**src/rtl/mdio_acc_pkg.sv**
```systemverilog
package mdio_acc_pkg;

  localparam int FRAME_LEN  = 64;
  localparam int PRE_LEN    = 32;
  localparam int TA_POS     = 46;
  localparam int DATA_W     = 16;
  localparam int ADDR_W     = 5;

  localparam int POS_GO     = 31;
  localparam int POS_WR     = 30;
  localparam int POS_ACK    = 29;
  localparam int POS_REG_LO = 21;
  localparam int POS_PHY_LO = 16;

  typedef enum logic {ENG_IDLE, ENG_RUN} eng_state_e;

  function automatic logic [FRAME_LEN-1:0] build_frame(
    input logic              wr,
    input logic [ADDR_W-1:0] phy,
    input logic [ADDR_W-1:0] rg,
    input logic [DATA_W-1:0] data
  );
    logic [1:0] op;
    logic [1:0] ta;
    logic [DATA_W-1:0] pay;
    op  = wr ? 2'b01 : 2'b10;
    ta  = wr ? 2'b10 : 2'b11;
    pay = wr ? data : {DATA_W{1'b1}};
    return {{PRE_LEN{1'b1}}, 2'b01, op, phy, rg, ta, pay};
  endfunction

endpackage

```
**src/rtl/mdio_clk_div.sv**
```systemverilog
module mdio_clk_div #(
  parameter int DIV_W = 8
) (
  input  logic             clk,
  input  logic             rst_n,
  input  logic [DIV_W-1:0] div_i,
  output logic             mdc_o,
  output logic             rise_stb_o,
  output logic             fall_stb_o
);

  localparam logic [DIV_W-1:0] MIN_DIV = DIV_W'(2);

  logic [DIV_W-1:0] eff_div;
  logic [DIV_W-1:0] half;
  logic [DIV_W-1:0] cnt_q, cnt_d;
  logic             mdc_q, mdc_d;

  always_comb begin
    eff_div    = (div_i < MIN_DIV) ? MIN_DIV : div_i;
    half       = eff_div >> 1;
    fall_stb_o = (cnt_q >= eff_div - DIV_W'(1));
    rise_stb_o = (cnt_q == half - DIV_W'(1));
    cnt_d      = fall_stb_o ? '0 : cnt_q + DIV_W'(1);
    mdc_d      = mdc_q;
    if (fall_stb_o)      mdc_d = 1'b0;
    else if (rise_stb_o) mdc_d = 1'b1;
  end

  always_ff @(posedge clk or negedge rst_n) begin
    if (!rst_n) begin
      cnt_q <= '0;
      mdc_q <= 1'b0;
    end else begin
      cnt_q <= cnt_d;
      mdc_q <= mdc_d;
    end
  end

  assign mdc_o = mdc_q;

  // the clock only rises on a rise strobe and only falls on a fall strobe
  p_mdc_edges_r10: assert property (@(posedge clk) disable iff (!rst_n)
    $rose(mdc_q) |-> $past(rise_stb_o));

endmodule

```
**src/rtl/mdio_frame_eng.sv**
```systemverilog
module mdio_frame_eng
  import mdio_acc_pkg::*;
(
  input  logic              clk,
  input  logic              rst_n,
  input  logic              fall_stb_i,
  input  logic              rise_stb_i,
  input  logic              start_i,
  input  logic              wr_i,
  input  logic [ADDR_W-1:0] phy_i,
  input  logic [ADDR_W-1:0] reg_i,
  input  logic [DATA_W-1:0] wdata_i,
  input  logic              mdio_i,
  output logic              mdio_o,
  output logic              mdio_oe_o,
  output logic              busy_o,
  output logic              done_o,
  output logic              ack_o,
  output logic [DATA_W-1:0] rdata_o
);

  localparam int CNT_W = $clog2(FRAME_LEN);
  localparam logic [CNT_W-1:0] LAST_BIT = CNT_W'(FRAME_LEN - 1);
  localparam logic [CNT_W-1:0] REL_BIT  = CNT_W'(TA_POS - 1);
  localparam logic [CNT_W-1:0] ACK_BIT  = CNT_W'(TA_POS + 1);
  localparam logic [CNT_W-1:0] DAT_BIT  = CNT_W'(TA_POS + 2);

  eng_state_e             state_q, state_d;
  logic [FRAME_LEN-1:0]   sreg_q, sreg_d;
  logic [FRAME_LEN-1:0]   frame;
  logic [CNT_W-1:0]       bit_q, bit_d;
  logic                   mdo_q, mdo_d;
  logic                   oe_q, oe_d;
  logic                   rd_q, rd_d;
  logic                   ack_q, ack_d;
  logic [DATA_W-1:0]      rdat_q, rdat_d;

  always_comb begin
    frame   = build_frame(wr_i, phy_i, reg_i, wdata_i);
    state_d = state_q;
    sreg_d  = sreg_q;
    bit_d   = bit_q;
    mdo_d   = mdo_q;
    oe_d    = oe_q;
    rd_d    = rd_q;
    ack_d   = ack_q;
    rdat_d  = rdat_q;
    done_o  = 1'b0;
    case (state_q)
      ENG_IDLE: begin
        if (fall_stb_i && start_i) begin
          state_d = ENG_RUN;
          mdo_d   = frame[FRAME_LEN-1];
          sreg_d  = {frame[FRAME_LEN-2:0], 1'b0};
          bit_d   = '0;
          oe_d    = 1'b1;
          rd_d    = !wr_i;
          ack_d   = 1'b0;
          rdat_d  = '0;
        end
      end
      default: begin
        if (fall_stb_i) begin
          if (bit_q == LAST_BIT) begin
            state_d = ENG_IDLE;
            oe_d    = 1'b0;
            mdo_d   = 1'b1;
            done_o  = 1'b1;
          end else begin
            bit_d  = bit_q + CNT_W'(1);
            mdo_d  = sreg_q[FRAME_LEN-1];
            sreg_d = {sreg_q[FRAME_LEN-2:0], 1'b0};
            if (rd_q && bit_q >= REL_BIT) oe_d = 1'b0;
          end
        end else if (rise_stb_i && rd_q) begin
          if (bit_q == ACK_BIT) ack_d = !mdio_i;
          if (bit_q >= DAT_BIT) rdat_d = {rdat_q[DATA_W-2:0], mdio_i};
        end
      end
    endcase
  end

  always_ff @(posedge clk or negedge rst_n) begin
    if (!rst_n) begin
      state_q <= ENG_IDLE;
      sreg_q  <= '0;
      bit_q   <= '0;
      mdo_q   <= 1'b1;
      oe_q    <= 1'b0;
      rd_q    <= 1'b0;
      ack_q   <= 1'b0;
      rdat_q  <= '0;
    end else begin
      state_q <= state_d;
      sreg_q  <= sreg_d;
      bit_q   <= bit_d;
      mdo_q   <= mdo_d;
      oe_q    <= oe_d;
      rd_q    <= rd_d;
      ack_q   <= ack_d;
      rdat_q  <= rdat_d;
    end
  end

  assign mdio_o    = mdo_q;
  assign mdio_oe_o = oe_q;
  assign busy_o    = (state_q == ENG_RUN);
  assign ack_o     = ack_q;
  assign rdata_o   = rdat_q;

  // a read never drives the line past the register address
  p_read_release_r7: assert property (@(posedge clk) disable iff (!rst_n)
    (rd_q && bit_q >= CNT_W'(TA_POS)) |-> !oe_q);

endmodule

```
**src/rtl/mdio_cmd_reg.sv**
```systemverilog
module mdio_cmd_reg
  import mdio_acc_pkg::*;
(
  input  logic              clk,
  input  logic              rst_n,
  input  logic              en_i,
  input  logic              bus_wr_i,
  input  logic [31:0]       bus_wdata_i,
  input  logic              done_i,
  input  logic              eng_ack_i,
  input  logic [DATA_W-1:0] eng_rdata_i,
  output logic              go_o,
  output logic              wr_o,
  output logic [ADDR_W-1:0] phy_o,
  output logic [ADDR_W-1:0] reg_o,
  output logic [DATA_W-1:0] data_o,
  output logic [31:0]       word_o
);

  logic              go_q, go_d;
  logic              wr_q, wr_d;
  logic              ack_q, ack_d;
  logic [ADDR_W-1:0] phy_q, phy_d;
  logic [ADDR_W-1:0] reg_q, reg_d;
  logic [DATA_W-1:0] data_q, data_d;
  logic              accept;

  always_comb begin
    go_d   = go_q;
    wr_d   = wr_q;
    ack_d  = ack_q;
    phy_d  = phy_q;
    reg_d  = reg_q;
    data_d = data_q;
    accept = bus_wr_i && !go_q;
    if (done_i) begin
      go_d = 1'b0;
      if (!wr_q) begin
        ack_d  = eng_ack_i;
        data_d = eng_ack_i ? eng_rdata_i : {DATA_W{1'b1}};
      end
    end else if (accept) begin
      wr_d   = bus_wdata_i[POS_WR];
      reg_d  = bus_wdata_i[POS_REG_LO +: ADDR_W];
      phy_d  = bus_wdata_i[POS_PHY_LO +: ADDR_W];
      data_d = bus_wdata_i[DATA_W-1:0];
      if (bus_wdata_i[POS_GO] && en_i) begin
        go_d  = 1'b1;
        ack_d = 1'b0;
      end
    end
  end

  always_ff @(posedge clk or negedge rst_n) begin
    if (!rst_n) begin
      go_q   <= 1'b0;
      wr_q   <= 1'b0;
      ack_q  <= 1'b0;
      phy_q  <= '0;
      reg_q  <= '0;
      data_q <= '0;
    end else begin
      go_q   <= go_d;
      wr_q   <= wr_d;
      ack_q  <= ack_d;
      phy_q  <= phy_d;
      reg_q  <= reg_d;
      data_q <= data_d;
    end
  end

  assign go_o   = go_q;
  assign wr_o   = wr_q;
  assign phy_o  = phy_q;
  assign reg_o  = reg_q;
  assign data_o = data_q;
  assign word_o = {go_q, wr_q, ack_q, 3'b000, reg_q, phy_q, data_q};

  p_go_needs_en_r3: assert property (@(posedge clk) disable iff (!rst_n)
    $rose(go_q) |-> $past(en_i));

  p_locked_fields_r4: assert property (@(posedge clk) disable iff (!rst_n)
    (go_q && bus_wr_i && !done_i) |=> ($stable(wr_q) && $stable(phy_q) &&
                                       $stable(reg_q) && $stable(data_q)));

  p_go_self_clear_r5: assert property (@(posedge clk) disable iff (!rst_n)
    done_i |=> !go_q);

  p_ack_on_read_r8: assert property (@(posedge clk) disable iff (!rst_n)
    $rose(ack_q) |-> !wr_q);

endmodule

```
**src/rtl/mdio_acc_ctrl.sv**
```systemverilog
module mdio_acc_ctrl
  import mdio_acc_pkg::*;
#(
  parameter int DIV_W = 8
) (
  input  logic             clk,
  input  logic             rst_n,
  input  logic             en_i,
  input  logic [DIV_W-1:0] div_i,
  input  logic             bus_wr_i,
  input  logic [31:0]      bus_wdata_i,
  output logic [31:0]      bus_rdata_o,
  output logic             mdc_o,
  output logic             mdio_o,
  output logic             mdio_oe_o,
  input  logic             mdio_i,
  output logic             idle_o
);

  logic              rise_stb, fall_stb;
  logic              go, wr, busy, done, eng_ack;
  logic [ADDR_W-1:0] phy, rg;
  logic [DATA_W-1:0] data, eng_rdata;

  mdio_clk_div #(.DIV_W(DIV_W)) u_div (
    .clk        (clk),
    .rst_n      (rst_n),
    .div_i      (div_i),
    .mdc_o      (mdc_o),
    .rise_stb_o (rise_stb),
    .fall_stb_o (fall_stb)
  );

  mdio_cmd_reg u_cmd (
    .clk         (clk),
    .rst_n       (rst_n),
    .en_i        (en_i),
    .bus_wr_i    (bus_wr_i),
    .bus_wdata_i (bus_wdata_i),
    .done_i      (done),
    .eng_ack_i   (eng_ack),
    .eng_rdata_i (eng_rdata),
    .go_o        (go),
    .wr_o        (wr),
    .phy_o       (phy),
    .reg_o       (rg),
    .data_o      (data),
    .word_o      (bus_rdata_o)
  );

  mdio_frame_eng u_eng (
    .clk        (clk),
    .rst_n      (rst_n),
    .fall_stb_i (fall_stb),
    .rise_stb_i (rise_stb),
    .start_i    (go && en_i),
    .wr_i       (wr),
    .phy_i      (phy),
    .reg_i      (rg),
    .wdata_i    (data),
    .mdio_i     (mdio_i),
    .mdio_o     (mdio_o),
    .mdio_oe_o  (mdio_oe_o),
    .busy_o     (busy),
    .done_o     (done),
    .ack_o      (eng_ack),
    .rdata_o    (eng_rdata)
  );

  assign idle_o = !go && !busy;

  // data line moves only together with a falling management clock
  p_mdo_on_fall_r10: assert property (@(posedge clk) disable iff (!rst_n)
    !$stable(mdio_o) |-> $fell(mdc_o));

  p_oe_on_fall_r10: assert property (@(posedge clk) disable iff (!rst_n)
    $rose(mdio_oe_o) |-> $fell(mdc_o));

  p_idle_no_drive_r12: assert property (@(posedge clk) disable iff (!rst_n)
    idle_o |-> !mdio_oe_o);

endmodule

```
**config.mk**
```make
export PLATFORM = sky130hd
export DESIGN_NAME = mdio_acc_ctrl
export DESIGN_NICKNAME = d
export VERILOG_FILES = /design/src/rtl/mdio_acc_pkg.sv /design/src/rtl/mdio_clk_div.sv /design/src/rtl/mdio_frame_eng.sv /design/src/rtl/mdio_cmd_reg.sv /design/src/rtl/mdio_acc_ctrl.sv
export SDC_FILE = /design/constraint.sdc
export NUM_CORES = 1
export LEC_CHECK = 0
export BUFFER_PORTS_ARGS = -buffer_cell sky130_fd_sc_hd__buf_2
export CAP_MARGIN = 20
export CORE_ASPECT_RATIO = 0.9
export CORE_MARGIN = 2
export CORE_UTILIZATION = 52
export CTS_CLUSTER_DIAMETER = 100
export DETAILED_ROUTE_END_ITERATION = 6
export PLACE_DENSITY = 0.79
export SYNTH_ARGS = -nofsm -noshare
export SYNTH_HDL_FRONTEND = slang
export SYNTH_SLANG_ARGS = --single-unit
```
**constraint.sdc**
```tcl
create_clock -name clk -period 2.45 [get_ports clk]
set_input_delay 0.49 -clock clk [delete_from_list [all_inputs] [get_ports clk]]
set_output_delay 0.49 -clock clk [all_outputs]
set_load 0.05 [all_outputs]
```
==> metrics.cfg <==
[timing]
final-setup-viol-count = 128
timing_max_transition_violations_final = 0
clock.fmax_ghz = 0.300
final_hold_viol_count = 0
min_period_over_period_pct = 136
fin_ws_ps = -882
fin_skew_ps = 23.0
post-route-min-period_ps = 3330
final.setup.tns_ps = -96750
setup_repair_after_global_routing_missed_its_margin = true
timing.max_slew.rel_slack_pct = 50.4
worst_slew_pin_slew_ps = 741

[clocking]
cts_hold_buf = 0
numCtsBuffers = 17
clock_latency_ps = 430
clock_tree.root_cell = clkbuf_16
cts_tree = yes
tritoncts_num_sinks = 128
h-tree-depth = 4
cts.clk_slew.worst_paths_ps = 60
clockBufferDepth = 2

[final_layout]
final.fill_count = 564
final_cells = 862
antennaDiodeCount = 0
syn2layout_area_growth_pct = 49.5
layout-drive-gt1-share_pct = 48.6
num-nets-final = 753

[critical_path]
worstPathRequired_ps = 2750
worstSetupPathType = input port to flop
end_kind = flop
worstPathMaxFanout = 7
worst-endpoint-arrival_ps = 3630
start_kind = input port

[grt]
number_of_antenna_violations_at_the_first_check_in_global_routing = 0
grt.overflow.total = 0
grt_start_max_net_pins = 40
grt_pass1_wl_um = 31000
first_global_vias = 5723
grt_use_total_pct = 31.9

[power]
peakVddDrop_v = 0.00102
p_clk_share_pct = 24.8
p_int_mw = 7.08
finalPower_mw = 12.0
power.static_leakage_nw = 4.07
sequential_group_share_of_total_power_pct = 31.1
power.density_nw_per_um2 = 1310
power.switching_mw = 4.89
portion_of_total_power_attributed_to_combinational_logic_pct = 44.1
switching_share_pct = 40.8

[routing]
drtAntennaViolNets = 0
postRouteWirelength_um = 23300
drt-vias-per-instance = 6.77
drt-wirelength-per-cell_um = 27.1
drc_errors = 0
vias = 5839
drt_iter0_markers = 659
detail_route.first_pass.iterations = 5

[placement]
place.port_buffers = 73
gp_routability_congestion = 0.854
place.detailed.instances = 782
place_hpwl_um = 9780
pre_cts_slack_ps = -1400

[outcome]
run_status = finished with violations
violations_in_the_final_reports = negative setup slack

[floorplanning]
pin_count = 81
die_y_um = 107
core_area_um2 = 11400
rows = 37
start_util_pct = 53.2
die_width_um = 118
fp.dieArea_um2 = 12600

[yosys]
synth_seq_cells = 128
synth.distinct_cells = 60
netlist_top_cells_area = dfrtp_1 (52%), o22a_1 (4.3%), ha_1 (3.1%)
seq_area_frac_synth_pct = 52.6
synth_area_leader_cell = dfrtp_1
synthDominantCellAreaShare_pct = 52.2
syn_avg_cell_area_um2 = 11.2
post_synth_instance_area_um2 = 6090
synth_cells = 544
edff_count_synth = 0
dominantRegCellSynth = dfrtp_1
synth-warning-count = 0
synth_async_sr_flop_share_pct = 100

[hold_path]
timing.hold.worst.class = input port to asynchronous set/reset pin

[run]
maxCapViolCount = 0

[cell type report]
cell class	instances	area (µm²)	area share, %
tap	156	195	2.14
multi-input combinational	355	3320	36.4
sequential	128	3200	35.2
clock buffer	20	447	4.91
timing repair buffer	174	1650	18.1
clock inverter	12	230	2.53
inverter	17	63.8	0.701
[cell families (layout without fill, tap and decap cells)]
logic type | after synthesis | count (layout) | share of synthesized area, %
AOI/OAI and AO/OA | 163 | 163 | 20.2
xor gates and xnor gates | 21 | 21 | 3.02
adders and majority gates | 15 | 15 | 3.08
buffers and inverters | 68 | 223 | 6.31
DFF | 128 | 128 | 52.6
muxes | 29 | 29 | 5.03
other | 1 | 3 | 0.0616
and+or+nand+nor | 119 | 124 | 9.70
[layer usage]
layer / track usage (%) / vias to the layer above / wire (µm)
met3: 6.86 / 135 / 2490
met4: 16.8 / 0 / 1460
met1: 38.6 / 2869 / 8310
met5: 0 / - / 0
li1: - / 2303 / -
met2: 54.0 / 532 / 11100
[worst max-delay path, cell delays in order]
cell and delay (ps):
buf_6 100, nor4_4 280, buf_4 160, a21oi_2 80
ha_2 180, nand3_2 80, nand2_2 70, nor3_2 190
xnor2_1 100, ha_1 300, nand2_1 60, a211o_1 300
o221a_4 280, or3_4 460, o21a_1 210, a221o_1 280
[worst paths after layout]
path / start / end / slack, ps / depth (start not counted)
worst min-delay path: rst_n / u_cmd.phy_o[0] / 40 / 1
worst max register to register: u_eng.bit_q[0] / u_cmd.data_o[2] / -450 / 9
max in group asynchronous: rst_n / u_eng.rdata_o[12] / 1690 / 2
min in group clk: bus_wdata_i[16] / u_cmd.phy_o[0] / 310 / 2
worst min register to register: u_eng.sreg_q[41] / u_eng.sreg_q[42] / 490 / 1
worst max-delay path: div_i[7] / u_cmd.data_o[1] / -880 / 16
[Yosys cell counts (4+ instances only)]
cell,count
dfrtp_1,127
nand3_1,13
o22a_1,30
o21a_1,11
buf_4,19
a32o_1,16
xnor2_1,6
buf_6,5
and3_1,7
xor2_1,15
nor3_1,4
o21ai_0,33
a21oi_1,14
mux2_2,13
ha_1,15
clkbuf_1,19
nor2_1,25
a31oi_1,5
o22ai_1,22
mux2i_1,16
a221o_1,11
a21o_1,5
nand2_1,47
inv_1,16
[cells in the final DEF, fill, tap and decap left out, types with 7 or more instances in the layout]
cell type  netlist  final
buf_2            3     70
ha_1            15     13
xor2_1          15     14
buf_16           0      7
and3_1           7      7
nand2_4          0     26
inv_1           16     16
buf_4           19     55
o22ai_1         22     16
dfrtp_1        127    127
a32o_1          16     16
buf_12           0     17
buf_6            5     19
o21ai_2          0     24
nand2_1         47     12
a21oi_2          0      7
nand3_1         13      8
nor2_1          25     11
nand2_2          0      7
a221o_1         11     11
clkbuf_16        0     20
nor2_4           0     11
o21a_1          11     11
o22a_1          30     30
mux2i_1         16     15
mux2_4           0     13
[state kept, by name, indices dropped and copies added, names as in the netlist]
| name | count |
|---|---|
| u_eng.rd_q | 1 |
| u_eng.rdata_o | 16 |
| u_eng.sreg_q | 63 |
| u_eng.busy_o | 1 |
| u_eng.bit_q | 6 |
| u_eng.mdio_o | 1 |
| u_div.cnt_q | 8 |
| u_cmd.phy_o | 5 |
| u_div.mdc_o | 1 |
| u_cmd.ack_q | 1 |
| u_cmd.reg_o | 5 |
| u_cmd.data_o | 16 |
| u_cmd.wr_o | 1 |
| u_eng.mdio_oe_o | 1 |
| u_eng.ack_o | 1 |
| u_cmd.go_o | 1 |
[power groups by stage]
stage               clock (mW)  sequential [mW]  combinational, mW
floorplan                    0             3.74               2.15
global placement             0             3.38               3.22
detailed placement           0             3.44               3.36
CTS                       2.91             3.44               4.19
global route              3.08             3.73               5.48
finish                    2.97             3.72               5.27
[through the flow]
| stage | hold slack (ps) | util (%) | instance area (µm²) |
|---|---|---|---|
| floorplan | 194 | - | 6150 |
| global placement | 462 | 60.2 | 6890 |
| detailed placement | 471 | 60.2 | 6890 |
| CTS | 55.7 | 74.4 | 8510 |
| global route | 79.4 | 79.6 | 9100 |
| finish | 44.6 | 79.6 | 9100 |
[what timing repair did]
| action | CTS | global route |
|---|---|---|
| setup endpoints to repair | 128 | 128 |
| resized for setup | 100 | 146 |
| buffers inserted | 22 | 12 |
| pin swaps | 43 | 46 |
| gates cloned | 18 | 4 |
| hold endpoints to repair | 0 | 0 |
Note: power is estimated with default switching activity, not from simulation.
